### src/rtl/vjtag_hub_pkg.sv
package vjtag_hub_pkg;
    localparam logic [10:0] MFG_ID = 11'h06E;

    // Width of the address field: enough to name the hub plus every node.
    function automatic int addr_bits(input int nodes);
        return $clog2(nodes + 1);
    endfunction
endpackage

### src/rtl/vjtag_vir.sv
module vjtag_vir #(
    parameter int NODES = 2,
    parameter int M_W   = 4
) (
    input  logic                          clk,
    input  logic                          rst_n,
    input  logic                          tlr,
    input  logic                          scan_en,
    input  logic                          capture,
    input  logic                          shift,
    input  logic                          update,
    input  logic                          tdi,
    output logic [vjtag_hub_pkg::addr_bits(NODES)-1:0] vir_addr,
    output logic [M_W-1:0]                vir_val,
    output logic                          sh_lsb,
    output logic [NODES*M_W-1:0]          node_ir,
    output logic [NODES-1:0]              node_upd
);
    localparam int A_W = vjtag_hub_pkg::addr_bits(NODES);
    localparam int V_W = A_W + M_W;

    typedef struct packed {
        logic [V_W-1:0]       vir;
        logic [V_W-1:0]       sh;
        logic [NODES*M_W-1:0] nir;
        logic [NODES-1:0]     upd;
    } vir_st_t;

    vir_st_t st_d, st_q;
    logic [NODES-1:0] hit;

    // Address decode of the pending shift contents, one comparator per node.
    for (genvar g = 0; g < NODES; g++) begin : g_hit
        assign hit[g] = (st_q.sh[V_W-1:M_W] == A_W'(g + 1));
    end

    always_comb begin
        st_d     = st_q;
        st_d.upd = '0;
        if (tlr) begin
            st_d.vir = '0;
        end else if (scan_en) begin
            if (capture) begin
                st_d.sh = st_q.vir;
            end else if (shift) begin
                st_d.sh = {tdi, st_q.sh[V_W-1:1]};
            end else if (update) begin
                st_d.vir = st_q.sh;
                st_d.upd = hit;
                for (int i = 0; i < NODES; i++) begin
                    if (hit[i]) st_d.nir[i*M_W +: M_W] = st_q.sh[M_W-1:0];
                end
            end
        end
    end

    always_ff @(posedge clk) begin
        if (!rst_n) st_q <= '0;
        else        st_q <= st_d;
    end

    assign vir_addr = st_q.vir[V_W-1:M_W];
    assign vir_val  = st_q.vir[M_W-1:0];
    assign sh_lsb   = st_q.sh[0];
    assign node_ir  = st_q.nir;
    assign node_upd = st_q.upd;
endmodule

### src/rtl/vjtag_info.sv
module vjtag_info #(
    parameter int                    NODES     = 2,
    parameter int                    M_W       = 4,
    parameter int                    HUB_VER   = 1,
    parameter logic [NODES*32-1:0]   NODE_DESC = '0
) (
    input  logic clk,
    input  logic rst_n,
    input  logic tlr,
    input  logic restart,
    input  logic active,
    input  logic capture,
    input  logic shift,
    input  logic update,
    output logic sh_lsb
);
    localparam int NIBS  = (NODES + 1) * 8;
    localparam int PTR_W = $clog2(NIBS);
    localparam logic [31:0] CFG_WORD =
        {5'(HUB_VER), 8'(NODES), vjtag_hub_pkg::MFG_ID, 8'(M_W)};
    localparam logic [(NODES+1)*32-1:0] INFO = {NODE_DESC, CFG_WORD};
    localparam logic [PTR_W-1:0] LAST = PTR_W'(NIBS - 1);

    typedef struct packed {
        logic [PTR_W-1:0] ptr;
        logic [3:0]       sh;
        logic             fresh;
    } info_st_t;

    info_st_t st_d, st_q;
    logic [PTR_W-1:0] cap_ptr;
    logic [PTR_W+1:0] bit_pos;

    always_comb begin
        st_d    = st_q;
        cap_ptr = st_q.fresh ? '0 : st_q.ptr;
        bit_pos = {cap_ptr, 2'b00};
        if (tlr) begin
            st_d.fresh = 1'b1;
            st_d.ptr   = '0;
        end else begin
            if (restart) st_d.fresh = 1'b1;
            if (active) begin
                if (capture) begin
                    st_d.ptr   = cap_ptr;
                    st_d.sh    = INFO[bit_pos +: 4];
                    st_d.fresh = 1'b0;
                end else if (shift) begin
                    st_d.sh = {1'b0, st_q.sh[3:1]};
                end else if (update) begin
                    st_d.ptr = (st_q.ptr == LAST) ? '0 : st_q.ptr + 1'b1;
                end
            end
        end
    end

    always_ff @(posedge clk) begin
        if (!rst_n) st_q <= '{ptr: '0, sh: '0, fresh: 1'b1};
        else        st_q <= st_d;
    end

    assign sh_lsb = st_q.sh[0];
endmodule

### src/rtl/vjtag_route.sv
module vjtag_route #(
    parameter int NODES = 2,
    parameter int M_W   = 4
) (
    input  logic                          vir_scan_en,
    input  logic                          vdr_scan_en,
    input  logic [vjtag_hub_pkg::addr_bits(NODES)-1:0] vir_addr,
    input  logic [M_W-1:0]                vir_val,
    input  logic                          vir_lsb,
    input  logic                          info_lsb,
    input  logic [NODES-1:0]              node_tdo,
    output logic [NODES-1:0]              node_sel,
    output logic                          tdo
);
    localparam int A_W = vjtag_hub_pkg::addr_bits(NODES);

    always_comb begin
        node_sel = '0;
        tdo      = 1'b0;
        if (vir_scan_en) begin
            tdo = vir_lsb;
        end else if (vdr_scan_en) begin
            if (vir_addr == '0) begin
                tdo = (vir_val == '0) ? info_lsb : 1'b0;
            end else begin
                for (int i = 0; i < NODES; i++) begin
                    if (vir_addr == A_W'(i + 1)) begin
                        node_sel[i] = 1'b1;
                        tdo         = node_tdo[i];
                    end
                end
            end
        end
    end
endmodule

### src/rtl/vjtag_hub.sv
module vjtag_hub #(
    parameter int                  NODES     = 2,
    parameter int                  M_W       = 4,
    parameter int                  HUB_VER   = 1,
    parameter logic [NODES*32-1:0] NODE_DESC = {32'h14206E01, 32'h08406E00}
) (
    input  logic                 clk,
    input  logic                 rst_n,
    input  logic                 tlr,
    input  logic                 vir_scan_en,
    input  logic                 vdr_scan_en,
    input  logic                 capture_dr,
    input  logic                 shift_dr,
    input  logic                 update_dr,
    input  logic                 tdi,
    output logic                 tdo,
    input  logic [NODES-1:0]     node_tdo,
    output logic                 node_tdi,
    output logic [NODES-1:0]     node_sel,
    output logic [NODES*M_W-1:0] node_ir,
    output logic [NODES-1:0]     node_ir_upd
);
    localparam int A_W = vjtag_hub_pkg::addr_bits(NODES);

    logic [A_W-1:0] vir_addr;
    logic [M_W-1:0] vir_val;
    logic           vir_lsb;
    logic           info_lsb;
    logic           hub_info_sel;

    assign hub_info_sel = (vir_addr == '0) && (vir_val == '0);
    assign node_tdi     = tdi;

    vjtag_vir #(.NODES(NODES), .M_W(M_W)) u_vir (
        .clk      (clk),
        .rst_n    (rst_n),
        .tlr      (tlr),
        .scan_en  (vir_scan_en),
        .capture  (capture_dr),
        .shift    (shift_dr),
        .update   (update_dr),
        .tdi      (tdi),
        .vir_addr (vir_addr),
        .vir_val  (vir_val),
        .sh_lsb   (vir_lsb),
        .node_ir  (node_ir),
        .node_upd (node_ir_upd)
    );

    vjtag_info #(
        .NODES(NODES), .M_W(M_W), .HUB_VER(HUB_VER), .NODE_DESC(NODE_DESC)
    ) u_info (
        .clk     (clk),
        .rst_n   (rst_n),
        .tlr     (tlr),
        .restart (vir_scan_en & update_dr),
        .active  (vdr_scan_en & hub_info_sel),
        .capture (capture_dr),
        .shift   (shift_dr),
        .update  (update_dr),
        .sh_lsb  (info_lsb)
    );

    vjtag_route #(.NODES(NODES), .M_W(M_W)) u_route (
        .vir_scan_en (vir_scan_en),
        .vdr_scan_en (vdr_scan_en),
        .vir_addr    (vir_addr),
        .vir_val     (vir_val),
        .vir_lsb     (vir_lsb),
        .info_lsb    (info_lsb),
        .node_tdo    (node_tdo),
        .node_sel    (node_sel),
        .tdo         (tdo)
    );
endmodule

### config.mk
export PLATFORM = sky130hd
export DESIGN_NAME = vjtag_hub
export DESIGN_NICKNAME = d
export VERILOG_FILES = /design/src/rtl/vjtag_hub_pkg.sv /design/src/rtl/vjtag_vir.sv /design/src/rtl/vjtag_info.sv /design/src/rtl/vjtag_route.sv /design/src/rtl/vjtag_hub.sv
export SDC_FILE = /design/constraint.sdc
export NUM_CORES = 1
export LEC_CHECK = 0
export ABC_AREA = 1
export BUFFER_PORTS_ARGS = -buffer_cell sky130_fd_sc_hd__buf_2
export CORE_UTILIZATION = 46
export CTS_CLUSTER_SIZE = 10
export DETAILED_ROUTE_END_ITERATION = 8
export HOLD_SLACK_MARGIN = 0.1
export PLACE_DENSITY = 0.68
export SYNTH_ARGS = -nofsm -noshare
export SYNTH_HDL_FRONTEND = slang
export SYNTH_HIERARCHICAL = 1
export SYNTH_SLANG_ARGS = --single-unit
### constraint.sdc
create_clock -name clk -period 1.65 [get_ports clk]
set_input_delay 0.33 -clock clk [delete_from_list [all_inputs] [get_ports clk]]
set_output_delay 0.33 -clock clk [all_outputs]
set_load 0.02 [all_outputs]
* Yosys cells after proc, flatten, opt, wreduce, memory -nomap -nowiden
Cells that the tools add are included.
** Word-level totals
- Bits in registers :: 32
- Bits of input ports :: 11
- Output and inout port bits :: 14
- Logic and storage cells :: 59
** Operators by class
- Add/subtract/negate cells :: 1
- Equal/unequal tests :: 6
- Shift-type cells :: 1
- Multiplexer cells :: 22
- Bitwise operators :: 8
- Reductions and logical operators :: 13
** Operators by type and width (count)
- variable part select 96 x 8 -> 4 bit, first input constant :: 1
- two-way mux 5 bit :: 4
- two-way mux 6 bit :: 2
- AND reduction 6 bit :: 2
- two-way mux 1 bit :: 11
- two-way mux 9 bit :: 1
- AND reduction 3 bit :: 3
- two-way mux 2 bit :: 3
- inverter 1 bit :: 6
- OR reduction 6 bit :: 1
- adder 5 x 1 -> 5 bit, second input constant :: 1
- == test 5 bit, second input constant :: 1
- == test 2 x 1 -> 1 bit, second input constant :: 2
- == test 2 bit, second input constant :: 2
- logical NOT 4 bit :: 1
- two-way mux 4 bit :: 1
- AND reduction 4 bit :: 1
- nonzero test 2 bit :: 2
- bitwise AND 1 bit :: 2
- logical NOT 2 bit :: 1
- != test 2 bit, second input constant :: 1
- OR reduction 2 bit :: 1
- logical AND 1 bit :: 1

* Depth between registers and ports, before layout
Gate-level depths: netlist (run 1).
- Depth in word-level cells :: 6
- Depth in mapped cells :: 9
- Mapped depth without buffers :: 8

* Modules after synthesis
Netlist (run 1), hierarchy kept.
** Modules (own cells, without submodules)
- vjtag_vir :: instances 1, cells an instance 155, area each 1086.0 um2, seq. area each 440.4 um2
- vjtag_info :: instances 1, cells an instance 107, area each 710.7 um2, seq. area each 200.2 um2
- vjtag_route :: instances 1, cells an instance 18, area each 78.8 um2, seq. area each 0.0 um2
- vjtag_hub :: instances 1, cells an instance 10, area each 47.5 um2, seq. area each 0.0 um2

* Least setup slack after synthesis (run 1)
OpenSTA, ideal clock, no wires.
- Path type :: register -> register
- Start :: register u_vir.st_q, in the netlist u_vir/vir_addr[0]
- End :: register u_info/st_q[3] (netlist bit)
- Library setup time :: 122 ps
- Arrival time :: 1278 ps
- Data required time :: 1528 ps
- Path slack :: 250 ps
- Cell stages (with the launch flop) :: 10
- Path buffers :: 1
- Clock period less this slack :: 1400 ps
- Path through :: dfxtp_1 -> buf_4 -> inv_1 -> nand3_1 -> nor2_2 -> inv_1 -> nor3_4 -> nand2_1 -> a21oi_1 -> a21oi_2
** On the way
- Cells in the longest elaborated chain, start to end :: 4
** Ends and longest elaborated chain
- start, declared :: RTL line vjtag_vir.sv:29 : vir_st_t st_d, st_q;
- start signal, assigned :: RTL line vjtag_vir.sv:59 : else st_q <= st_d;
- logical NOT 2 bit :: RTL line vjtag_hub.sv:31 : assign hub_info_sel = (vir_addr == '0) && (vir_val == '0);
- logical AND 1 bit :: RTL line vjtag_hub.sv:31
- bitwise AND 1 bit :: RTL line vjtag_hub.sv:57 : .active (vdr_scan_en & hub_info_sel),
- AND reduction 3 bit (no source line)
- end signal, assigned :: RTL line vjtag_info.sv:58 : if (!rst_n) st_q <= '{ptr: '0, sh: '0, fresh: 1'b1};
- end signal, assigned :: RTL line vjtag_info.sv:59 : else st_q <= st_d;
- end, declared :: RTL line vjtag_info.sv:30 : info_st_t st_d, st_q;
Every way passes these cells.
A chain may end at the register's enable or synchronous reset.

* Worst setup path in the final report (run 1)
- Start :: register u_vir.st_q, in the netlist u_vir/vir_addr[0]
- End :: output tdo
** On the way
- Cells in the longest elaborated chain, start to end :: 6
- Elaborated cells on any way between the ends :: 8
- Classes of those cells :: 2 x eq/ne; 5 x mux; 1 x reduce/logical
** Ends and longest elaborated chain
- == test 2 x 1 -> 1 bit :: RTL line vjtag_route.sv:27 : if (vir_addr == A_W'(i + 1)) begin
- two-way mux 1 bit (2 in a row) :: RTL line vjtag_route.sv:27
- two-way mux 1 bit (*) :: RTL line vjtag_route.sv:23 : if (vir_addr == '0) begin
- two-way mux 1 bit (*) :: RTL line vjtag_route.sv:22 : end else if (vdr_scan_en) begin
- two-way mux 1 bit (*) :: RTL line vjtag_route.sv:20 : if (vir_scan_en) begin
- end, declared :: RTL line vjtag_hub.sv:16 : output logic tdo,
Every way passes the cells marked *; elsewhere a longest branch is shown, timed or not.

==> results.txt, run 1 <==
* Max stage delay cell, worst path: dfxtp_1
- Power per Cell Area: 806 nW/um2
- Worst hold margin: between 0.3 and 0.4 ns
- TritonCTS built the clock tree.
* Global-route total usage across every layer: 0.217
- After clock tree synthesis, the flow added hold-fix buffers numbering 0.
* Relative contribution of combinational cells to total power: 0.122
* Most instantiated cells after synthesis: nor2_1 (54), nand2_1 (52), dfxtp_1 (32), inv_1 (28), o21ai_0 (21)
- Area of the mapped netlist: approximately 1900 um2
- Die width: 66.7 um
- Worst clock skew: roughly 0.0058 ns
- The count of cells in the finished layout, fillers not included, comes to around 350.
* Cell type with the largest total area after synthesis: dfxtp_1
- The worst hold path terminates at u_info/st_q[4].
- Among all cell types in the netlist, the one instantiated most often is nor2_1.
- For this configuration, the core starts out at a cell density of 0.481.
- Number of standard-cell rows in the floorplan: 23
- Mapped Cells: a little under 300
- Clock tree synthesis selected as its root buffer the cell clkbuf_8.
* Post-route core utilization: 0.517
- Number of enable-type register cells in the synthesized netlist: 0
* Share of final-layout standard cells stronger than drive strength 1: 0.219
* Total of warnings raised by yosys: 6
* Placed wire-length estimate: between 3 and 4 mm
* Final antenna-violating net count: 0
* Crit path max fanout: 6
- Arrival time reported for the critical path endpoint: roughly 1.2 ns
* Area share of the largest cell type after synthesis: 0.333
- Origin of the critical flop-to-flop path: u_vir/vir_addr[0]
- In this run the critical register-to-register path is captured at u_info/st_q[3].
- Worst setup EP type: output port
* I/O pin total: 25
* Average wire per cell in the routed design: 11.9 um
- Top cells by area, synth: dfxtp_1 (33%), nor2_1 (11%), nand2_1 (10%), buf_4 (7.8%), inv_1 (5.5%)
- In this run the tightest slew margin relative to its limit is 0.763.
* Period utilization: 0.931
* Max-slew violations: 0
- Vias in the first global route: about 1.7k
- The floorplan step defined a core boundary enclosing approximately 4000 um2.
* Top achievable clock speed: 651 MHz
- For this design the total switching power over the nets is 0.000436 W.
* Count of vias placed by the detailed router: 1798
- Largest net degree at the start of global routing: 19
- First-pass GRT wire length: between 7 and 8 mm
- Synthesis produced a netlist with a net count of slightly above 300.
- The repair_antennas step left the layout with diodes totalling 0.
* Bufs on Longest Clock Path: 2
- The worst path needs 1.54 ns of the cycle, external delays included.
- The clock net in this run drives a total of 32 sinks.
- Across all register-to-register paths, the minimum setup slack is around 0.13 ns.
- For the pin with the worst max-slew slack, the measured transition is 0.354 ns.
* Avg Vias per Cell: between 5 and 6
- DP Area: 1970 um2
- Max-cap violations: 0
* Number of stages on the worst hold path: 3
* Leakage component of the power: between 0.9 and 1 nW
* Final net count: roughly 310
* Required time worst endpoint: 1.32 ns
* Count of H-tree levels built during CTS: 2
* Setup Fix Bufs, Post-CTS: 0
- Internal portion of total power: approximately 0.0012 W
- Number of input and output port buffers inserted: 24
- Clock tree synthesis inserted a total of 5 buffers.
- Cell occurring most often along the worst timing path: nand2_1
- Yosys reg bits: 32
- VDD IR max: 0.398 mV
- Number of antenna violations at the first check in global routing: 0
* First-iteration detailed-routing DRC count: 127
- Number of filler instances in the final layout: between 400 and 500
- Wires add up to roughly 4.2 mm.
* Fin area: between 2000 and 2500 um2
- Measured in cells, the most critical reg-to-reg path has a length of 8.
- Critical path startpoint category: register
- Counting tap cells, the placed design contains a total of ~350 instances.
- Total gr overflow: 0
- The min-delay analysis places its worst path in the category in -> reg.
* Switching Share: 0.261
* Placement-stage worst setup slack: approximately 0.17 ns
- Maximum single-stage delay on the critical path: roughly 0.42 ns
* Signed area change from the synthesized netlist to the final layout: 7.48%
- Number of different library cells in the post-synthesis netlist: 27
- In the synthesized netlist the dominant register cell turns out to be dfxtp_1.
- For the worst-skew pair, the clock arrives at the later sink with an insertion delay of 0.29 ns.
* Kind of critical path: reg -> out
- The die is approximately 67 um tall.
- Register area share after synthesis: 0.333
- The run finished with clean final reports.
- Origin of the worst min-delay path: rst_n
- The average instance in the mapped netlist occupies between 6 and 7 um2.
- Of the total power, the clock network draws 0.389.
- Cells traversed along the worst timing path: inv_2 > o21ai_2 > nand2_1 > nand3_1 > nand2_1 > buf_2
- For this run, asynchronously set or reset flops after synthesis account for 0.
- Setup violations remaining at the end of the flow were counted as 0.
- The hold violation count in the final report was 0.
- Of the total power, registers draw 0.489.
- The die covers ~4400 um2.
- Setup slack on the critical path of the routed design comes to around 0.11 ns.
- The first detailed-routing pass took 5 iterations.
- Final weighted congestion in routability-driven placement: 0.835
- DRC violation count after routing: 0
- Clock-pin slew was measured on the worst setup and hold paths at ~0.06 ns.
## sequential cells by signal (all words and copies together), names as in the netlist
register	flops
u_vir/vir_val	4
u_info/sh_lsb	1
u_info/st_q	9
u_vir/sh_lsb	1
u_vir/node_upd	2
u_vir/st_q	5
u_vir/vir_addr	2
u_vir/node_ir	8
## per-stage QoR
| stage | TNS, ns | power, W |
|---|---|---|
| floorplan | 0 | 0.000975 |
| global placement | 0 | 0.00103 |
| detailed placement | 0 | 0.00103 |
| CTS | 0 | 0.00169 |
| global route | -0.00674 | 0.00175 |
| finish | 0 | 0.00167 |
## placed cells by master, fill, tap and decap left out
cell type,instances
nor2_4,5
buf_2,24
nand2_1,52
nand4_1,1
nor3_4,1
dfxtp_1,32
a211oi_1,1
nand2_2,5
nand2_4,3
nand3_2,3
ha_1,1
clkbuf_8,7
inv_2,6
o21bai_1,1
o21ai_0,21
a21oi_1,12
nor3_1,6
o21ai_2,1
or2_2,1
nand3_1,20
o211ai_1,1
buf_4,2
nor2_1,54
o21ai_1,5
a21oi_2,2
nand3b_1,1
inv_1,28
nor2_2,6
## metal layers
layer / part of all wire / GRT usage / up-vias
met4: 0.013 / 0.0957 / 0
li1: - / - / 930
met2: 0.45 / 0.341 / 43
met1: 0.49 / 0.271 / 821
met3: 0.053 / 0.0634 / 4
met5: 0 / 0 / -
## layout make-up
cell class	instances	area, um2	area share
multi-input cells	203	1000	0.486
flip-flops and latches	32	641	0.310
repair buffers	26	135	0.0654
inverters	34	128	0.0617
clock buffers	7	96.3	0.0466
well taps	50	62.6	0.0303
## worst max-delay path, delay by kind of cell (launching register included)
family,cells,cell delay [ns]
simple gates,3,0.17
buf+inv,2,0.22
compound gates,1,0.10
flops,1,0.42
## worst max path at each step
stage / cells after the start / slack (ns) / end / from
3_5_place_dp: 8 / 0.17 / u_info/st_q[3] / vdr_scan_en
5_1_grt: 8 / -0.007 / u_info/st_q[3] / u_vir/vir_addr[0]
2_1_floorplan: 9 / 0.25 / u_info/st_q[3] / u_vir/vir_addr[0]
4_1_cts: 8 / 0.11 / u_info/st_q[3] / u_vir/vir_addr[0]
3_3_place_gp: 8 / 0.21 / u_info/st_q[3] / vdr_scan_en
6_report: 6 / 0.11 / tdo / u_vir/vir_addr[0]
## power groups by stage
stage | logic, W | registers [W] | clock network [W]
2_1_floorplan | 0.000149 | 0.000826 | 0
6_report | 0.000203 | 0.000815 | 0.000648
4_1_cts | 0.000202 | 0.000814 | 0.000671
3_5_place_dp | 0.000200 | 0.000831 | 0
3_3_place_gp | 0.000198 | 0.000831 | 0
5_1_grt | 0.000231 | 0.000818 | 0.000700
## cells by family (layout without fill, tap and decap cells)
family / Yosys count / in the layout / synth area share
buffers and inverters: 55 / 67 / 0.146
AOI/OAI and AO/OA: 44 / 44 / 0.122
DFF: 32 / 32 / 0.333
adders and majority gates: 1 / 1 / 0.00651
and+or+nand+nor: 158 / 158 / 0.392
## repair_timing
| action | 4_1_cts | 5_1_grt |
|---|---|---|
| endpoints found under the setup margin | 0 | 1 |
| resized for setup | 0 | 1 |
| hold endpoints to repair | 0 | 0 |
No activity file was read; power rests on OpenSTA's default activity.
==> run 2: changes to the inputs <==
--- a/config.mk
+++ b/config.mk
@@ -5,13 +5,12 @@
 export SDC_FILE = /design/constraint.sdc
 export NUM_CORES = 1
 export LEC_CHECK = 0
-export ABC_AREA = 1
-export BUFFER_PORTS_ARGS = -buffer_cell sky130_fd_sc_hd__buf_2
 export CORE_UTILIZATION = 46
 export CTS_CLUSTER_SIZE = 10
 export DETAILED_ROUTE_END_ITERATION = 8
+export DONT_BUFFER_PORTS = 1
 export HOLD_SLACK_MARGIN = 0.1
-export PLACE_DENSITY = 0.68
+export PLACE_DENSITY = 0.63
 export SYNTH_ARGS = -nofsm -noshare
 export SYNTH_HDL_FRONTEND = slang
 export SYNTH_HIERARCHICAL = 1
==> run 2 against run 1 <==
Effect of this change: the flow now finishes with violations (setup timing); global-route usage fell by 0.86 points; clock power fell by 9.6%; register-to-register slack worse by 0.32 ns; clock skew up 0.0016 ns; sequential share of layout area up 1.3 points; area after synthesis shrank 5.3%; critical path type is now reg -> reg; highest routed layer unchanged.
==> results.txt, run 2 <==
- Worst-skew pair later-pin latency: 0.29 ns (about the same)
- The worst setup path is launched from a register.
* First element of the critical path: u_vir/vir_val[2]
* Failing checks: setup timing
- Origin of the critical flop-to-flop path: u_vir/vir_val[2]
* Commonest cells after routing, fill and taps aside: dfxtp_1 (28), mux2i_1 (19), nand2_1 (16)
* Path type of the worst min-delay path: in -> reg
- Non-filler instance count after layout: 247 (-30%)
- The number of max-slew violations in the final report came to 0 (unchanged).
* Outcome: finished, violations left
- The number of maximum-capacitance violations was 0 (unchanged).
* Global-route total usage across every layer: 0.208 (-0.00863)
- Required time worst endpoint: 1.87 ns (+0.55 ns)
* Crit path max fanout: 3 (-3)
* Final antenna-violating net count: 0 (unchanged)
* First-pass GRT wire length: 6.71 mm (-6.8%)
- Top-count cell post-synth: dfxtp_1
- Number of hold buffers added after CTS: 0 (unchanged)
- Cell type with the largest total area after synthesis: dfxtp_1
- Clock tree from TritonCTS: yes
- Register ranked first by flip-flop count: u_info/st_q
- The area of the core region came to 3720 um2 (-7.1%).
- The number of top-level pins came to 25 (unchanged).
* Number of enable-type register cells in the synthesized netlist: 0 (unchanged)
- The layout cell share with drive strength beyond 1 came to 0.266 (+0.0478).
- The initial antenna violation count is 0 (unchanged).
- Period utilization: 1.12 (+0.186)
* Yosys reg bits: 32 (unchanged)
- Area share of the largest cell type after synthesis: 0.352 (+0.0185)
- VDD IR max: 0.396 mV (-0.60%)
- The routability-driven placement congestion ratio came to 0.823 (-1.4%).
- The clock period minus worst slack is 1.84 ns (+0.308 ns).
- Count of vias placed by the detailed router: 1461 (-19%)
* Vias in the first global route: 1430 (-14%)
* Leakage component of the power: 0.881 nW (-7.1%)
* Top cells by area, synth: dfxtp_1 (35%), mux2i_1 (10%), buf_4 (7.0%), nand2_1 (3.5%), o211a_1 (3.3%)
* Worst setup EP type: register
- First-iteration detailed-routing DRC count: 56 (-56%)
* Post-route core utilization: 0.538 (+0.0216)
- The number of fill cells is 355 (-15%).
* Synthesized net count: 217 (-28%)
- Flop-to-flop setup slack: -0.19 ns (-0.32 ns)
* Final count of negative-setup-slack endpoints: 10 (+10)
- The number of buffer cells added on primary ports came to 0 (-100%).
* Library cell used as clock root buffer: clkbuf_8
* Dpl cells: 235 (-32%)
- The CTS sink count is 32 (unchanged).
* Avg Vias per Cell: 5.91 (+16%)
* Count of H-tree levels built during CTS: 2 (unchanged)
- The largest buffer count on any clock path came to 2 (unchanged).
* Worst clock skew: 0.00731 ns (+0.00155 ns)
- Die Area: 4220 um2 (-5.1%)
* Final net count: 210 (-33%)
- The areal power density over the cells came to 771 nW/um2 (-4.4%).
- The area of the mapped netlist is 1820 um2 (-5.3%).
- Die span in y: 64.9 um (-2.6%)
- The startpoint identified for the worst hold timing path is rst_n.
* Worst slew margin relative to its limit: 0.736 (-0.0269)
- Compared with the post-synthesis result, the final layout area differs by 9.82%.
- Ys flop type: dfxtp_1
- The clock-pin slew reported for the worst setup and hold paths after clock tree synthesis is 0.07 ns (about the same).
- Total gr overflow: 0 (unchanged)
- Setup repair after global routing could not meet its margin everywhere.
- The number of flip-flops in the largest register came to 9 (unchanged).
- The number of remaining DRC errors was 0 (unchanged).
- Number of different library cells in the post-synthesis netlist: 52 (+93%)
- Average wire per cell in the routed design: 16.5 um (+38%)
* Starting Density: 0.490 (+0.00947)
* Routed Wire Length: 4.06 mm (-3.2%)
- Leaving out fill and tap cells, the most frequent cell in the layout is dfxtp_1.
- Least-Margin Pin Slew: 0.395 ns (+0.0411 ns)
- The average cell area after synthesis was 8.89 um2 (+34%).
* Placed wire-length estimate: 2.76 mm (-12%)
* Mapped Cells: 205 (-29%)
* Die width: 64.9 um (-2.6%)
- Number of buffers created by CTS: 5 (unchanged)
- The number of synthesis warnings is 6 (unchanged).
- The count of TritonRoute iterations in the first routing pass came to 4 (-1).
* Register area share after synthesis: 0.352 (+0.0185)
- Number of antenna cells inserted: 0 (unchanged)
* Number of hold violations in the final report: 0 (unchanged)
- Largest net degree at the start of global routing: 25 (+6)
- Number of standard-cell rows in the floorplan: 22 (-4.3%)
- Worst path setup slack after routing: -0.194 ns (-0.308 ns)
* Kind of critical path: reg -> reg
- The critical path data arrival time is 2.06 ns (+0.85 ns).
* Top achievable clock speed: 542 MHz (-17%)
- FFs w/ async S/R, synth: 0 (unchanged)
- By count the netlist is led by dfxtp_1 (32), mux2i_1 (19), buf_4 (17), nand2_1 (17), nor2_1 (14).
[run 2: changes by cell type in the layout (fill, tap and decap cells not counted), sizes merged, moves of 7 or more]
cell / change
nor2: -50
nand2: -43
inv: -28
o21ai: -20
mux2i: +19
nand3: -15
buf: -12
nor2b: +8
nand2b: +7
[run 2: critical path, cell delays in order (launching register included)]
cell     delay, ns
dfxtp_2       0.32
or4b_4        0.54
nor4_4        0.21
o21ai_2       0.10
or4b_4        0.49
a21oi_2       0.12
[run 2: final timing paths]
path,to,depth (start not counted)
setup reg to reg,u_info/st_q[7],5
setup / recovery,u_info/st_q[7],5
hold reg to reg,u_vir/node_ir[3],2
hold / removal,u_info/st_q[3],2
[run 2: per-layer routing]
metal / vias up / routed length, um / track usage
met1: 717 / 1720 / 0.243
met4: 0 / 121 / 0.103
li1: 703 / - / -
met3: 10 / 152 / 0.0563
met2: 31 / 2070 / 0.346
met5: - / 0 / 0
[run 2: final cells by class]
cell class	instances	area, um2	share of cell area
multi-input cells	139	1070	0.534
flip-flops and latches	32	646	0.323
repair buffers	14	116	0.0582
clock buffers	5	68.8	0.0344
well taps	48	60.1	0.0300
inverters	6	22.5	0.0113
clock inverters	3	18.8	0.00938
[run 2: cell families after synthesis]
kind of cell | share of synthesized area
mux | 0.111
simple gates | 0.246
fa+ha+maj | 0.00687
flops | 0.352
compound gates | 0.160
buf+inv | 0.125
[run 2: what timing repair did]
item                       CTS  global route
pin swaps                   13             6
setup endpoints to repair   10            11
buffers inserted             4             1
resized for setup           17            10
[run 2: metrics by stage]
step	worst slack, ns	hold WS [ns]	area (um2)	setup TNS, ns	total power, W
final	-0.194	0.163	2000	-1.03	0.00154
after CTS	-0.204	0.155	1940	-1.11	0.00154
after global placement	-0.226	0.461	1770	-1.02	0.000935
after global routing	-0.298	0.152	2000	-2.07	0.00161
after detailed placement	-0.256	0.464	1770	-1.30	0.000940
after floorplan	-0.282	0.439	1850	-1.08	0.000937
[run 2: power breakdown]
group / switching (W) / internal [W]
Clock: 0.000293 / 0.000293
Combinational: 0.0000714 / 0.0000775
Sequential: 0.0000194 / 0.000788
==> run 3: changes to the inputs <==
--- a/config.mk
+++ b/config.mk
@@ -10,7 +10,6 @@
 export DETAILED_ROUTE_END_ITERATION = 8
 export DONT_BUFFER_PORTS = 1
 export HOLD_SLACK_MARGIN = 0.1
-export PLACE_DENSITY = 0.63
 export SYNTH_ARGS = -nofsm -noshare
 export SYNTH_HDL_FRONTEND = slang
 export SYNTH_HIERARCHICAL = 1
==> run 3 against run 2 <==
Effect of this change: the flow still finishes with violations (setup timing); global-route usage fell by 0.11 points; sequential power barely moved; die area did not move; fmax fell by 3.0%; sequential cell count did not move; worst hold slack got worse by 0.015 ns; power rose by 0.59%; routed wire length fell by 4.5%; clock skew fell by 0.0027 ns; critical path depth did not move; clock power rose by 1%; critical path type unchanged; largest cell class unchanged; largest power group unchanged.
==> results.txt, run 3 (synthesis results as in run 2) <==
- Setup repair after global routing could not meet its margin everywhere.
* Die width: 64.9 um (unchanged)
- Maximum single-stage delay on the critical path: 0.54 ns (about the same)
* Die Area: 4220 um2 (unchanged)
- Clock Sinks: 32 (unchanged)
* DRC violation count after routing: 0 (unchanged)
- Number of stages on the worst hold path: 2 (unchanged)
* Worst clock skew: 0.00456 ns (-0.00275 ns)
- The number of buffer cells added on primary ports came to 0 (unchanged).
- The total grt overflow is 0 (unchanged).
- Worst setup EP type: register
- The final wirelength was 3.88 mm (-4.5%).
- The clock-pin slew reported for the worst setup and hold paths after clock tree synthesis was 0.07 ns (about the same).
- The number of flip-flops in the largest register is 9 (unchanged).
* Register ranked first by flip-flop count: u_info/st_q
- Post-route core utilization: 0.536 (-0.00202)
* Final count of negative-setup-slack endpoints: 10 (unchanged)
- The number of max-slew violations in the final report was 0 (unchanged).
- The largest buffer count on any clock path is 2 (unchanged).
- Placement-stage worst setup slack: -0.275 ns (-0.0190 ns)
- The final reports fail on setup timing.
- Tracing the worst setup path back leads to its startpoint at u_vir/vir_val[2].
- Top achievable clock speed: 526 MHz (-3.0%)
* First-iteration detailed-routing DRC count: 67 (+20%)
- The layout cell share with drive strength beyond 1 was 0.251 (-0.0151).
- The H-tree depth reported by CTS was 2 (unchanged).
- By startpoint and endpoint, the worst setup path is classified as reg -> reg.
- The initial standard-cell utilization of the core is 0.490 (unchanged).
* Final Critical Period: 1.90 ns (+0.0569 ns)
- The critical path data arrival time was 2.12 ns (+0.06 ns).
* Count of vias placed by the detailed router: 1421 (-2.7%)
- The flop-to-flop setup slack is -0.25 ns (-0.06 ns).
- Cells traversed along the worst timing path: or4b_4 > nor4_4 > o21ai_2 > or4b_1 > a21oi_1
* Final antenna-violating net count: 0 (unchanged)
* Max stage delay cell, worst path: or4b_4
- The tree is rooted in a clkbuf_8.
- Worst min-delay path endpoint: u_info/sh_lsb
* Clock tree from TritonCTS: yes
- Number of antenna violations at the first check in global routing: 0 (unchanged)
- The areal power density over the cells was 778 nW/um2 (+0.97%).
- Largest net degree at the start of global routing: 25 (unchanged)
- The wire length of the first global-routing pass is 6.55 mm (-2.5%).
- Period utilization: 1.15 (+0.0345)
- The worst setup path is launched from a register.
- Area of combinational cells with multiple inputs: 1060 um2 (-1.1%)
- The endpoint identified for the worst register-to-register timing path is u_info/st_q[7].
- The area of the core region was 3720 um2 (unchanged).
- Required time worst endpoint: 1.87 ns (about the same)
- VDD IR max: 0.457 mV (+16%)
* Number of standard-cell rows in the floorplan: 22 (unchanged)
- Worst hold margin: 0.149 ns (-0.0145 ns)
- The top cell types in the final layout, fill and taps aside, are dfxtp_1 (28), mux2i_1 (19), nand2_1 (16).
- The worst register-to-register path begins at u_vir/vir_val[2].
* Signed area change from the synthesized netlist to the final layout: 9.41%
- The flow ran to the end, but the final reports show violations.
- The number of fill cells is 360 (+1.4%).
- Number of buffers created by CTS: 5 (unchanged)
* Worst-skew pair later-pin latency: 0.29 ns (about the same)
- The instance area at placement was 1760 um2 (-0.42%).
- Number of hold buffers added after CTS: 0 (unchanged)
* Global-route total usage across every layer: 0.207 (-0.00111)
- The path class of the tightest hold or removal check is in -> reg.
* Origin of the worst min-delay path: rst_n
- Least-Margin Pin Slew: 0.502 ns (+0.106 ns)
- The max-slew headroom at the worst pin is 0.664 (-0.0725).
- The biggest fanout along the worst timing path came to 4 (+1).
- The number of maximum-capacitance violations came to 0 (unchanged).
- The wire length per cell after detailed routing came to 15.7 um (-4.5%).
* Vias in the first global route: 1374 (-3.9%)
- Number of antenna cells inserted: 0 (unchanged)
- Die span in y: 64.9 um (unchanged)
* Worst path setup slack after routing: -0.251 ns (-0.0569 ns)
- Placed wire-length estimate: 2.66 mm (-3.6%)
- Sequential standard cell area: 646 um2 (unchanged)
* Detailed-router iteration count before antenna repair: 4 (unchanged)
* Fin area: 1990 um2 (-0.38%)
- The hold violation count in the final report is 0 (unchanged).
* Avg Vias per Cell: 5.75 (-2.7%)
- Leaving out fill and tap cells, the most frequent cell in the layout is dfxtp_1.
- The leakage power figure was 0.880 nW (about the same).
- Depth of the worst register-to-register path: 5 (unchanged)
- Final weighted congestion in routability-driven placement: 0.828 (+0.66%)
- Final net count: 210 (unchanged)
* I/O pin total: 25 (unchanged)
[run 3: worst max-delay path by stage]
stage,depth (start not counted),endpoint,slack [ns]
floorplan,6,u_info/st_q[7],-0.28
global placement,5,u_info/st_q[7],-0.21
detailed placement,5,u_info/st_q[7],-0.27
CTS,5,u_info/st_q[7],-0.24
global route,5,u_info/st_q[7],-0.39
finish,5,u_info/st_q[7],-0.25
[run 3: report_power, final]
part / leakage (nW) / switching, W / internal [W] / total, W
Combinational: 0.571 / 0.0000693 / 0.0000794 / 0.000149
Clock: 0.0479 / 0.000299 / 0.000293 / 0.000592
Sequential: 0.261 / 0.0000223 / 0.000788 / 0.000811
Total: 0.880 / 0.000390 / 0.00116 / 0.00155
[run 3: metrics by stage]
stage	total power, W	instances	setup TNS [ns]
CTS	0.00155	247	-1.38
finish	0.00155	247	-1.52
floorplan	0.000937	205	-1.08
global placement	0.000935	234	-1.11
detailed placement	0.000937	234	-1.63
global route	0.00163	247	-3.01
[run 3: area by class of cell]
| type | instances | area share |
|---|---|---|
| Clock buffer | 5 | 0.0345 |
| Multi-Input combinational cell | 139 | 0.530 |
| Timing Repair Buffer | 14 | 0.0603 |
| Sequential cell | 32 | 0.324 |
| Inverter | 6 | 0.0113 |
| Clock inverter | 3 | 0.00942 |
| Tap cell | 48 | 0.0301 |
[run 3: repair_timing]
action                     in CTS  in global routing
gates resized for setup        17                  9
pin swaps                       7                  5
setup buffers                   5                  0
setup endpoints to repair      10                 11
[run 3: routing by layer]
metal	GRT usage	routed length (um)	share of wire	up-vias
met5	0	0	0	-
met4	0.103	72	0.019	0
met3	0.0757	297	0.076	6
met2	0.323	1840	0.47	48
met1	0.248	1680	0.43	660
li1	-	-	-	707
[run 3: critical path, delay by kind of cell (launching register included)]
family / cells / cell delay, ns
simple gates: 3 / 1.28
flops: 1 / 0.32
compound gates: 2 / 0.22
